File: src/rtl/hbus_pkg.sv
package hbus_pkg;
  localparam int BYTE_W = 8;
  localparam int NIB_W  = BYTE_W / 2;
  localparam int AC_W   = 7;

  // command byte that sets the bus width: opcode in the top three bits
  localparam logic [2:0] WIDTH_OP     = 3'b001;
  localparam int         WIDTH_OP_LSB = 5;
  localparam int         WIDE_BIT     = 4;

  typedef enum logic {
    PH_HI = 1'b0,
    PH_LO = 1'b1
  } nib_phase_e;

  typedef struct packed {
    logic              e;
    logic              rs;
    logic              rw;
    logic [BYTE_W-1:0] db;
  } bus_smp_t;
endpackage

File: src/rtl/hbus_sync.sv
module hbus_sync #(
  parameter int W      = 1,
  parameter int STAGES = 2
) (
  input  logic         clk_i,
  input  logic         rst_ni,
  input  logic [W-1:0] d_i,
  output logic [W-1:0] q_o
);
  generate
    if (STAGES <= 1) begin : g_single
      logic [W-1:0] stg_q;
      always_ff @(posedge clk_i or negedge rst_ni) begin
        if (!rst_ni) stg_q <= '0;
        else         stg_q <= d_i;
      end
      assign q_o = stg_q;
    end else begin : g_chain
      logic [STAGES-1:0][W-1:0] stg_q;
      always_ff @(posedge clk_i or negedge rst_ni) begin
        if (!rst_ni) stg_q <= '0;
        else         stg_q <= {stg_q[STAGES-2:0], d_i};
      end
      assign q_o = stg_q[STAGES-1];
    end
  endgenerate
endmodule

File: src/rtl/hbus_strobe.sv
module hbus_strobe (
  input  logic clk_i,
  input  logic rst_ni,
  input  logic e_s_i,
  output logic fall_o
);
  logic e_d_q;

  always_ff @(posedge clk_i or negedge rst_ni) begin
    if (!rst_ni) e_d_q <= 1'b0;
    else         e_d_q <= e_s_i;
  end

  assign fall_o = e_d_q & ~e_s_i;

  p_fall_follows_high_r1 : assert property (@(posedge clk_i) disable iff (!rst_ni)
    fall_o |-> $past(e_s_i));
endmodule

File: src/rtl/hbus_xfer.sv
module hbus_xfer
  import hbus_pkg::*;
(
  input  logic              clk_i,
  input  logic              rst_ni,
  input  logic              fall_i,
  input  logic              rs_i,
  input  logic              rw_i,
  input  logic [BYTE_W-1:0] db_i,
  input  logic              busy_i,
  output logic              mode4_o,
  output nib_phase_e        phase_o,
  output logic              wr_valid_o,
  output logic              wr_rs_o,
  output logic [BYTE_W-1:0] wr_data_o,
  output logic              rd_req_o
);
  logic              mode4_q;
  nib_phase_e        phase_q;
  logic [NIB_W-1:0]  hi_q;
  logic              half_step, byte_done, accept;
  logic              wr_fire, rd_fire, width_cmd, want4;
  logic [BYTE_W-1:0] asm_byte;

  always_comb begin
    half_step = fall_i & mode4_q & (phase_q == PH_HI);
    byte_done = fall_i & (~mode4_q | (phase_q == PH_LO));
    asm_byte  = mode4_q ? {hi_q, db_i[BYTE_W-1 -: NIB_W]} : db_i;
    accept    = byte_done & ~busy_i;
    wr_fire   = accept & ~rw_i;
    rd_fire   = accept & rw_i & rs_i;
    width_cmd = wr_fire & ~rs_i &
                (asm_byte[BYTE_W-1:WIDTH_OP_LSB] == WIDTH_OP);
    want4     = ~asm_byte[WIDE_BIT];
  end

  always_ff @(posedge clk_i or negedge rst_ni) begin
    if (!rst_ni) begin
      mode4_q <= 1'b0;
      phase_q <= PH_HI;
      hi_q    <= '0;
    end else begin
      if (half_step) begin
        hi_q    <= db_i[BYTE_W-1 -: NIB_W];
        phase_q <= PH_LO;
      end else if (byte_done) begin
        phase_q <= PH_HI;
      end
      if (width_cmd && (want4 != mode4_q)) begin
        mode4_q <= want4;
        phase_q <= PH_HI;
      end
    end
  end

  always_ff @(posedge clk_i or negedge rst_ni) begin
    if (!rst_ni) begin
      wr_valid_o <= 1'b0;
      wr_rs_o    <= 1'b0;
      wr_data_o  <= '0;
      rd_req_o   <= 1'b0;
    end else begin
      wr_valid_o <= wr_fire;
      rd_req_o   <= rd_fire;
      if (wr_fire) begin
        wr_rs_o   <= rs_i;
        wr_data_o <= asm_byte;
      end
    end
  end

  assign mode4_o = mode4_q;
  assign phase_o = phase_q;

  p_busy_drops_wr_r9 : assert property (@(posedge clk_i) disable iff (!rst_ni)
    wr_valid_o |-> !$past(busy_i));
  p_busy_drops_rd_r9 : assert property (@(posedge clk_i) disable iff (!rst_ni)
    rd_req_o |-> !$past(busy_i));
  p_hi_after_byte_r7 : assert property (@(posedge clk_i) disable iff (!rst_ni)
    byte_done |=> phase_q == PH_HI);
  p_mode_switch_clean_r10 : assert property (@(posedge clk_i) disable iff (!rst_ni)
    (mode4_q != $past(mode4_q)) |-> phase_q == PH_HI);
  p_req_single_r4 : assert property (@(posedge clk_i) disable iff (!rst_ni)
    rd_req_o |=> !rd_req_o);
  p_no_overlap_r4 : assert property (@(posedge clk_i) disable iff (!rst_ni)
    !(wr_valid_o && rd_req_o));
endmodule

File: src/rtl/hbus_readmux.sv
module hbus_readmux
  import hbus_pkg::*;
(
  input  logic              e_s_i,
  input  logic              rs_i,
  input  logic              rw_i,
  input  logic              mode4_i,
  input  nib_phase_e        phase_i,
  input  logic              busy_i,
  input  logic [AC_W-1:0]   ac_i,
  input  logic [BYTE_W-1:0] dr_i,
  output logic [BYTE_W-1:0] db_o,
  output logic              db_oe_o
);
  logic [BYTE_W-1:0] word;
  logic [NIB_W-1:0]  half;

  always_comb begin
    word = rs_i ? dr_i : {busy_i, ac_i};
    half = (phase_i == PH_LO) ? word[NIB_W-1:0] : word[BYTE_W-1 -: NIB_W];
    db_o = mode4_i ? {half, {NIB_W{1'b0}}} : word;
    db_oe_o = e_s_i & rw_i;
  end
endmodule

File: src/rtl/hbus_host_if.sv
module hbus_host_if
  import hbus_pkg::*;
#(
  parameter int SYNC_STAGES = 2
) (
  input  logic              clk_i,
  input  logic              rst_ni,
  input  logic              e_i,
  input  logic              rs_i,
  input  logic              rw_i,
  input  logic [BYTE_W-1:0] db_i,
  output logic [BYTE_W-1:0] db_o,
  output logic              db_oe_o,
  input  logic              busy_i,
  input  logic [AC_W-1:0]   ac_i,
  input  logic [BYTE_W-1:0] dr_i,
  output logic              wr_valid_o,
  output logic              wr_rs_o,
  output logic [BYTE_W-1:0] wr_data_o,
  output logic              rd_req_o
);
  localparam int SMP_W = $bits(bus_smp_t);

  bus_smp_t   raw, smp;
  logic       e_fall, mode4;
  nib_phase_e phase;

  assign raw = '{e: e_i, rs: rs_i, rw: rw_i, db: db_i};

  hbus_sync #(.W(SMP_W), .STAGES(SYNC_STAGES)) u_sync (
    .clk_i (clk_i),
    .rst_ni(rst_ni),
    .d_i   (raw),
    .q_o   (smp)
  );

  hbus_strobe u_strobe (
    .clk_i (clk_i),
    .rst_ni(rst_ni),
    .e_s_i (smp.e),
    .fall_o(e_fall)
  );

  hbus_xfer u_xfer (
    .clk_i     (clk_i),
    .rst_ni    (rst_ni),
    .fall_i    (e_fall),
    .rs_i      (smp.rs),
    .rw_i      (smp.rw),
    .db_i      (smp.db),
    .busy_i    (busy_i),
    .mode4_o   (mode4),
    .phase_o   (phase),
    .wr_valid_o(wr_valid_o),
    .wr_rs_o   (wr_rs_o),
    .wr_data_o (wr_data_o),
    .rd_req_o  (rd_req_o)
  );

  hbus_readmux u_rmux (
    .e_s_i  (smp.e),
    .rs_i   (smp.rs),
    .rw_i   (smp.rw),
    .mode4_i(mode4),
    .phase_i(phase),
    .busy_i (busy_i),
    .ac_i   (ac_i),
    .dr_i   (dr_i),
    .db_o   (db_o),
    .db_oe_o(db_oe_o)
  );

  p_strobe_after_fall_r1 : assert property (@(posedge clk_i) disable iff (!rst_ni)
    wr_valid_o |-> $past(e_fall));
  p_req_after_fall_r4 : assert property (@(posedge clk_i) disable iff (!rst_ni)
    rd_req_o |-> $past(e_fall));
  p_no_drive_on_strobe_r5 : assert property (@(posedge clk_i) disable iff (!rst_ni)
    e_fall |-> !db_oe_o);
endmodule

File: config.mk
export PLATFORM = sky130hd
export DESIGN_NAME = hbus_host_if
export DESIGN_NICKNAME = d
export VERILOG_FILES = /design/src/rtl/hbus_pkg.sv /design/src/rtl/hbus_sync.sv /design/src/rtl/hbus_strobe.sv /design/src/rtl/hbus_xfer.sv /design/src/rtl/hbus_readmux.sv /design/src/rtl/hbus_host_if.sv
export SDC_FILE = /design/constraint.sdc
export NUM_CORES = 1
export LEC_CHECK = 0
export BUFFER_PORTS_ARGS = -buffer_cell sky130_fd_sc_hd__buf_2
export CAP_MARGIN = 25
export CORE_UTILIZATION = 30
export CTS_CLUSTER_DIAMETER = 150
export DETAILED_ROUTE_END_ITERATION = 8
export GPL_ROUTABILITY_DRIVEN = 0
export HOLD_SLACK_MARGIN = 0.05
export SYNTH_ARGS = -nofsm -noshare
export SYNTH_HDL_FRONTEND = slang
export SYNTH_SLANG_ARGS = --single-unit
File: constraint.sdc
create_clock -name clk_i -period 2.2 [get_ports clk_i]
set_input_delay 0.33 -clock clk_i [delete_from_list [all_inputs] [get_ports clk_i]]
set_output_delay 0.33 -clock clk_i [all_outputs]
set_load 0.02 [all_outputs]
== Word level (Yosys, flattened, before mapping) ==
Cells that the tools add are included.

* Order comparisons: 0
* Reductions and logical operators: 2
* Bitwise operators: 19
* Eq/ne operators: 2
* Shift-type cells: 0
* Multipliers: 0
* $add $sub $neg: 0
* Div/mod/pow operators: 0
* Muxes and demuxes: 7

{| class="wikitable"
|+ Operator list
! cell !! number
|-
| 2-to-1 mux 8 bit || 3
|-
| AND 1 bit || 11
|-
| NOT 1 bit || 7
|-
| 2-to-1 mux 4 bit || 1
|-
| == test 3 x 1 -> 1 bit, second input constant || 1
|-
| 2-to-1 mux 1 bit || 3
|-
| nonzero test 3 bit || 1
|-
| logical AND 1 bit || 1
|-
| inequality test 1 bit || 1
|-
| OR 1 bit || 1
|}

* Input port bits: 29
* Output and inout bits: 20
* Memories kept: 0
* Logic and storage cells: 40
* Memory bits (writable): 0
* Register bits: 40
* Bits in read-only memories: 0
* Latch bits: 0

== Longest topological paths before layout ==
Gate-level depths: netlist (run 1).

* Depth in word-level cells: 9
* Depth in mapped cells: 7
* Mapped depth without buffers: 4

== Modules after synthesis ==
From an unflattened synthesis (run 1), not the netlist that was laid out.

* Cell total of the unflattened synthesis: 113
* Area, all modules: 1,577.8 um^2

{| class="wikitable"
|+ Modules (own cells, without submodules)
! module !! times used !! seq. area each (um^2) !! area an instance (um^2) !! cells an instance
|-
| hbus_xfer || 1 || 425.4 || 739.5 || 63
|-
| hbus_sync || 1 || 550.5 || 633.1 || 33
|-
| hbus_readmux || 1 || 0.0 || 166.4 || 15
|-
| hbus_strobe || 1 || 25.0 || 38.8 || 2
|}

== Least setup slack after synthesis (run 1) ==
No wires, ideal clock.

* Path kind: register -> register
* Start point: register u_xfer.mode4_q (netlist: u_xfer.mode4_o)
* End point: register u_xfer.wr_rs_o
* Path slack: 0.579 ns
* Arrival: 1.496 ns
* Setup time: 0.125 ns
* Stages on the path, launching flop included: 6
* Clock period less this slack: 1.621 ns
* Required time: 2.075 ns
* Buffers on the path: 2
* Path through: dfrtp_1 -> buf_6 -> nor2b_4 -> or4_4 -> buf_6 -> mux2_4

* Word-level cells in the longest chain between the ends: 5

{| class="wikitable"
|+ RTL lines
! what !! RTL line !! text
|-
| from (decl) || hbus_xfer.sv:18 || <nowiki>logic mode4_q;</nowiki>
|-
| from (signal assigned) || hbus_xfer.sv:50 || <nowiki>mode4_q <= want4;</nowiki>
|-
| NOT 1 bit || hbus_xfer.sv:27 || <nowiki>byte_done = fall_i & (~mode4_q | (phase_q == PH_LO));</nowiki>
|-
| OR 1 bit || hbus_xfer.sv:27 ||
|-
| AND 1 bit || hbus_xfer.sv:27 ||
|-
| AND 1 bit || hbus_xfer.sv:29 || <nowiki>accept = byte_done & ~busy_i;</nowiki>
|-
| AND 1 bit || hbus_xfer.sv:30 || <nowiki>wr_fire = accept & ~rw_i;</nowiki>
|-
| to (signal assigned) || hbus_xfer.sv:66 || <nowiki>wr_rs_o <= rs_i;</nowiki>
|-
| to (decl) || hbus_xfer.sv:14 || <nowiki>output logic wr_rs_o,</nowiki>
|}

Every way passes these cells.
A chain may end at the register's enable or synchronous reset.

== Worst setup path in the final report (run 1) ==
* Start point: register u_xfer.mode4_q (netlist: u_xfer.mode4_o)
* End point: output port db_o[5]

* Word-level cells in the longest chain between the ends: 1

{| class="wikitable"
|+ RTL lines
! what !! RTL line !! text
|-
| 2-to-1 mux 8 bit || hbus_readmux.sv:21 || <nowiki>db_o = mode4_i ? {half, {NIB_W{1'b0}}} : word;</nowiki>
|-
| to (decl) || hbus_host_if.sv:12 || <nowiki>output logic [BYTE_W-1:0] db_o,</nowiki>
|}

Every way passes these cells.

==> results.yml, run 1 <==
finish:
  n_antenna_cell: 0
  final_cells: 222
  nNetsFinal: 183
  final_cell_area_sq_um: 1919
  drive_above_1_share_pct: 44.52
  final_cell_mix: "48 x buf_2, 40 x dfrtp_1, 12 x mux2i_1"
  final_common_cell: "buf_2"
  num-fill-cells: 457
  utilization_pct: 40.10
  syn2layout_area_growth_pct: 27.51
cts:
  ctsResizeCount: 0
  cts-hold-fix-buffers: 0
  cts_tree: "done"
  clock_path_buffers: 2
  cts_buffers: 5
  htreeDepth: 2
  clock-sinks: 40
  clkTransAtPathRegs_ps: 70
  post_cts_buffers: 0
  worstSkewPairLatency_ps: 290
  cts_root_buffer: "clkbuf_8"
floorplan:
  row_count: 25
  coreArea_sq_um: 4786
  dieArea_sq_um: 5304
  die_w_um: 72.83
  io_pins: 49
  die_height_um: 72.83
  start_util_pct: 31.45
global_route:
  use_met2_pct: 15.16
  grt_first_pass_wirelength_um: 3933
  track_usage_pct: 10.20
  grt_max_degree: 41
  use_met1_pct: 12.76
  use_met3_pct: 3.453
  antenna_found_initial: 0
  overflow: 0
  grt_busiest_layer: "met2"
  grt_pass1_vias: 853
critical_path:
  crit_slowest_cell: "mux4_2"
  crit_type: "reg2out"
  cp_num_buf_inv: 1
  end_kind: "output port"
  crit_family: "multiplexers"
  cp.required_ps: 1870
  cp.arrival_ps: 1650
  worstPathCellList: "nand2_1 > mux4_2 > buf_2"
  critical-path-max-stage-delay_ps: 520
  crit_fanout: 7
  rrSetupSlack_ps: 570
  cp-start-kind: "register"
power_and_ir_drop:
  power_leakage_nw: 0.9436
  p_total_mw: 1.704
  vdd.ir_drop.worst_uv: 482.3
  power.density_nw_per_um2: 887.7
synthesis:
  syn_nets: 131
  syn_avg_cell_area_sq_um: 14.76
  syn_area_sq_um: 1505
  yosysWarnings: 0
  syn_inst: 102
  ys_seq_area_share_pct: 66.50
  synth.area.top_cells: "dfrtp_1 67%, mux2i_1 8.0%, mux4_2 6.0%"
  synth-seq-cells: 40
  yosysUniqueCellTypes: 23
  yosys.area.top_type: "dfrtp_1"
  yosysTopAreaCellShare_pct: 66.50
detailed_routing:
  via_count: 913
  post_drt_wl_per_cell_um: 11.23
  drt_pass1_iterations: 4
  drt_iter0_drc: 29
  via_per_inst: 4.113
  drt-total-wl_um: 2494
  drc: 0
  ant_nets: 0
timing:
  hold-worst-slack_ps: 134.8
  finalMaxSlewViolations: 0
  layout_min_cycle_time_ps: 1979
  rsz0062_at_grt: "no"
  finalWorstSetupSlack_ps: 220.7
  finalHoldViolations: 0
  setup_viol: 0
  timing.fmax_ghz: 0.5052
  fin_tns_setup_ps: 0
  finalCritPeriodShare_pct: 89.97
  tightest_slew_ps: 825.8
  clock_skew_ps: 3.177
  maxSlewHeadroom_pct: 44.95
placed_design:
  pre_cts_slack_ps: 531.3
  dpl_cell_area_sq_um: 1803
  port_buffers: 48
  dp.cells: 214
  dp_hpwl_um: 1879
run:
  maxCapViolCount: 0
status:
  status: "finished clean"
min_path:
  hold_path.class: "in2async"
==> per-layer routing <==
metal	wire, um	part of all wire (%)
met2	1249	50
met5	0	0
met1	1094	44
met3	83	3.3
met4	65	2.6
==> path summary, 6_finish.rpt <==
kind	start	end	depth (start not counted)
min in group clk_i	db_i[1]	u_sync.g_chain.stg_q[1]	1
hold reg to reg	u_sync.g_chain.stg_q[9]	u_sync.q_o[9]	0
setup / recovery	u_xfer.mode4_o	db_o[5]	3
max in group asynchronous	rst_ni	u_sync.q_o[7]	1
setup reg to reg	u_xfer.mode4_o	u_xfer.wr_rs_o	3
hold / removal	rst_ni	u_sync.q_o[9]	1
==> Yosys cell counts (all sizes together) <==
cell type,instances
dfrtp,40
mux2i,12
nand2,10
o21ai,8
mux2,5
nor2,5
buf,4
mux4,4
nor3,2
a21o,1
a31oi,1
a41oi,1
and2,1
and3,1
clkbuf,1
inv,1
nand2b,1
nor2b,1
nor3b,1
nor4b,1
or4,1
==> registers in the layout (all words and copies together) (netlist names) <==
signal / count
u_sync.g_chain.stg_q: 11
u_sync.q_o: 11
u_xfer.wr_data_o: 8
u_xfer.hi_q: 4
u_strobe.e_d_q: 1
u_xfer.mode4_o: 1
u_xfer.phase_o: 1
u_xfer.rd_req_o: 1
u_xfer.wr_rs_o: 1
u_xfer.wr_valid_o: 1
==> layout make-up <==
class | instances | area (sq um) | share of cell area, %
Sequential cell | 40 | 1001 | 52.15
Multi-Input combinational cell | 56 | 459.2 | 23.92
Timing Repair Buffer | 50 | 255.2 | 13.30
Tap cell | 67 | 83.83 | 4.368
Clock buffer | 5 | 68.82 | 3.585
Clock inverter | 3 | 47.55 | 2.477
Inverter | 1 | 3.754 | 0.1956
==> power by group <==
group          internal [mW]  switching [mW]  total [mW]  leakage, nW
sequential             0.812          0.0485       0.860        0.486
combinational          0.114           0.141       0.254        0.399
clock                  0.341           0.248       0.590       0.0583
total                   1.27           0.437        1.70        0.944
==> cell families (layout without fill, tap and decap cells) <==
| logic type | count (synthesis) | in the layout | synth area share (%) |
|---|---|---|---|
| flip-flops | 40 | 40 | 66.50 |
| AND/OR/NAND/NOR | 24 | 24 | 8.397 |
| multiplexers | 21 | 21 | 17.96 |
| AO/OA/AOI/OAI | 11 | 11 | 4.157 |
| buffers and inverters | 6 | 59 | 2.992 |
Note: power is estimated with default switching activity, not from simulation.
==> run 2, diff against run 1 <==
clock period = 2 ns   (was 2.2 ns; I/O delays follow)
==> run 2 against run 1 <==
Non-clock buffer count unchanged. Combinational power increased by 11%. Register-to-register slack got worse by 220 ps. Hold slack lost 34 ps. Sequential power up 10%. Sequential share of layout area increased by 0.099 points. Global-route usage up 0.72 points. Critical endpoint unchanged. Largest cell class unchanged. Highest routed layer unchanged.
==> results.yml, run 2 (synthesized netlist as in run 1, its figures left out) <==
critical_path:
  worstPathCellList: "nand2_2 > mux4_2 > buf_2"
  crit_type: "reg2out"
  crit_slowest_cell: "mux4_2"
  cp.arrival_ps: 1590
  critical-path-max-stage-delay_ps: 510
  crit_fanout: 7
  crit_family: "multiplexers"
  end_kind: "output port"
  rrSetupSlack_ps: 350
  cp_num_buf_inv: 1
  cp.required_ps: 1700
  cp-start-kind: "register"
timing:
  timing.fmax_ghz: 0.5287
  fin_tns_setup_ps: 0
  rsz0062_at_grt: "no"
  clock_skew_ps: 4.704
  finalHoldViolations: 0
  layout_min_cycle_time_ps: 1891
  maxSlewHeadroom_pct: 44.98
  finalCritPeriodShare_pct: 94.57
  finalMaxSlewViolations: 0
  hold-worst-slack_ps: 100.9
  finalWorstSetupSlack_ps: 108.7
  tightest_slew_ps: 825.3
  setup_viol: 0
cts:
  clock_path_buffers: 2
  cts_tree: "done"
  htreeDepth: 2
  cts_root_buffer: "clkbuf_8"
  clkTransAtPathRegs_ps: 70
  cts-hold-fix-buffers: 0
  cts_buffers: 5
  worstSkewPairLatency_ps: 290
  clock-sinks: 40
detailed_routing:
  ant_nets: 0
  drt_pass1_iterations: 4
  drc: 0
  post_drt_wl_per_cell_um: 11.52
  via_count: 925
  drt-total-wl_um: 2558
  via_per_inst: 4.167
  drt_iter0_drc: 25
floorplan:
  start_util_pct: 31.45
  die_w_um: 72.83
  row_count: 25
  dieArea_sq_um: 5304
  coreArea_sq_um: 4786
  die_height_um: 72.83
  io_pins: 49
finish:
  final_cell_area_sq_um: 1918
  syn2layout_area_growth_pct: 27.43
  n_antenna_cell: 0
  utilization_pct: 40.08
  final_cell_mix: "48 x buf_2, 39 x dfrtp_1, 12 x mux2i_1"
  final_cells: 222
  nNetsFinal: 183
  drive_above_1_share_pct: 45.81
  final_common_cell: "buf_2"
  num-fill-cells: 451
placed_design:
  dp_hpwl_um: 1976
  dpl_cell_area_sq_um: 1803
  pre_cts_slack_ps: 342.0
  port_buffers: 48
  dp.cells: 214
global_route:
  track_usage_pct: 10.93
  antenna_found_initial: 0
  grt_pass1_vias: 896
  grt_first_pass_wirelength_um: 4160
  overflow: 0
  grt_max_degree: 41
power_and_ir_drop:
  vdd.ir_drop.worst_uv: 466.0
  power.density_nw_per_um2: 972.6
  p_total_mw: 1.865
  power_leakage_nw: 0.9394
min_path:
  hold_path.class: "in2async"
run:
  maxCapViolCount: 0
status:
  status: "finished clean"
## run 2: cell count changes in the layout (fill, tap and decap cells not counted), sizes merged
cell and delta:
clkinv -1, clkinvlp +1
## run 2: area by class of cell
cell class	count	area [sq um]	area share [%]
sequential	40	1002	52.25
multi-input combinational	56	461.7	24.07
timing repair buffer	50	255.2	13.31
tap	67	83.83	4.371
clock buffer	5	68.82	3.588
clock inverter	3	42.54	2.218
inverter	1	3.754	0.1957
## run 2: report_power, final
group | total, mW | leakage (nW) | internal (mW) | switching (mW)
clock network | 0.638 | 0.0541 | 0.369 | 0.269
logic | 0.281 | 0.400 | 0.125 | 0.156
registers | 0.946 | 0.485 | 0.893 | 0.0532
total | 1.87 | 0.939 | 1.39 | 0.479
## run 2: routing by layer
| metal | global-route usage [%] | routed length [um] |
|---|---|---|
| met5 | 0 | 0 |
| met4 | 7.190 | 74 |
| met3 | 4.972 | 140 |
| met2 | 16.51 | 1315 |
| met1 | 12.49 | 1028 |
## run 2: path summary, 6_finish.rpt
check | startpoint | endpoint | cells past startpoint
max in group asynchronous | rst_ni | u_sync.q_o[9] | 1
worst max-delay path | u_xfer.mode4_o | db_o[5] | 3
worst min-delay path | rst_ni | u_xfer.phase_o | 1
worst max register to register | u_xfer.mode4_o | u_xfer.wr_rs_o | 3
min in group clk_i | db_i[7] | u_sync.g_chain.stg_q[7] | 1
worst min register to register | u_sync.g_chain.stg_q[7] | u_sync.q_o[7] | 0
## run 2: repair_timing
action,CTS,global route
setup endpoints to repair,0,4
setup buffers,0,0
gates resized for setup,0,2
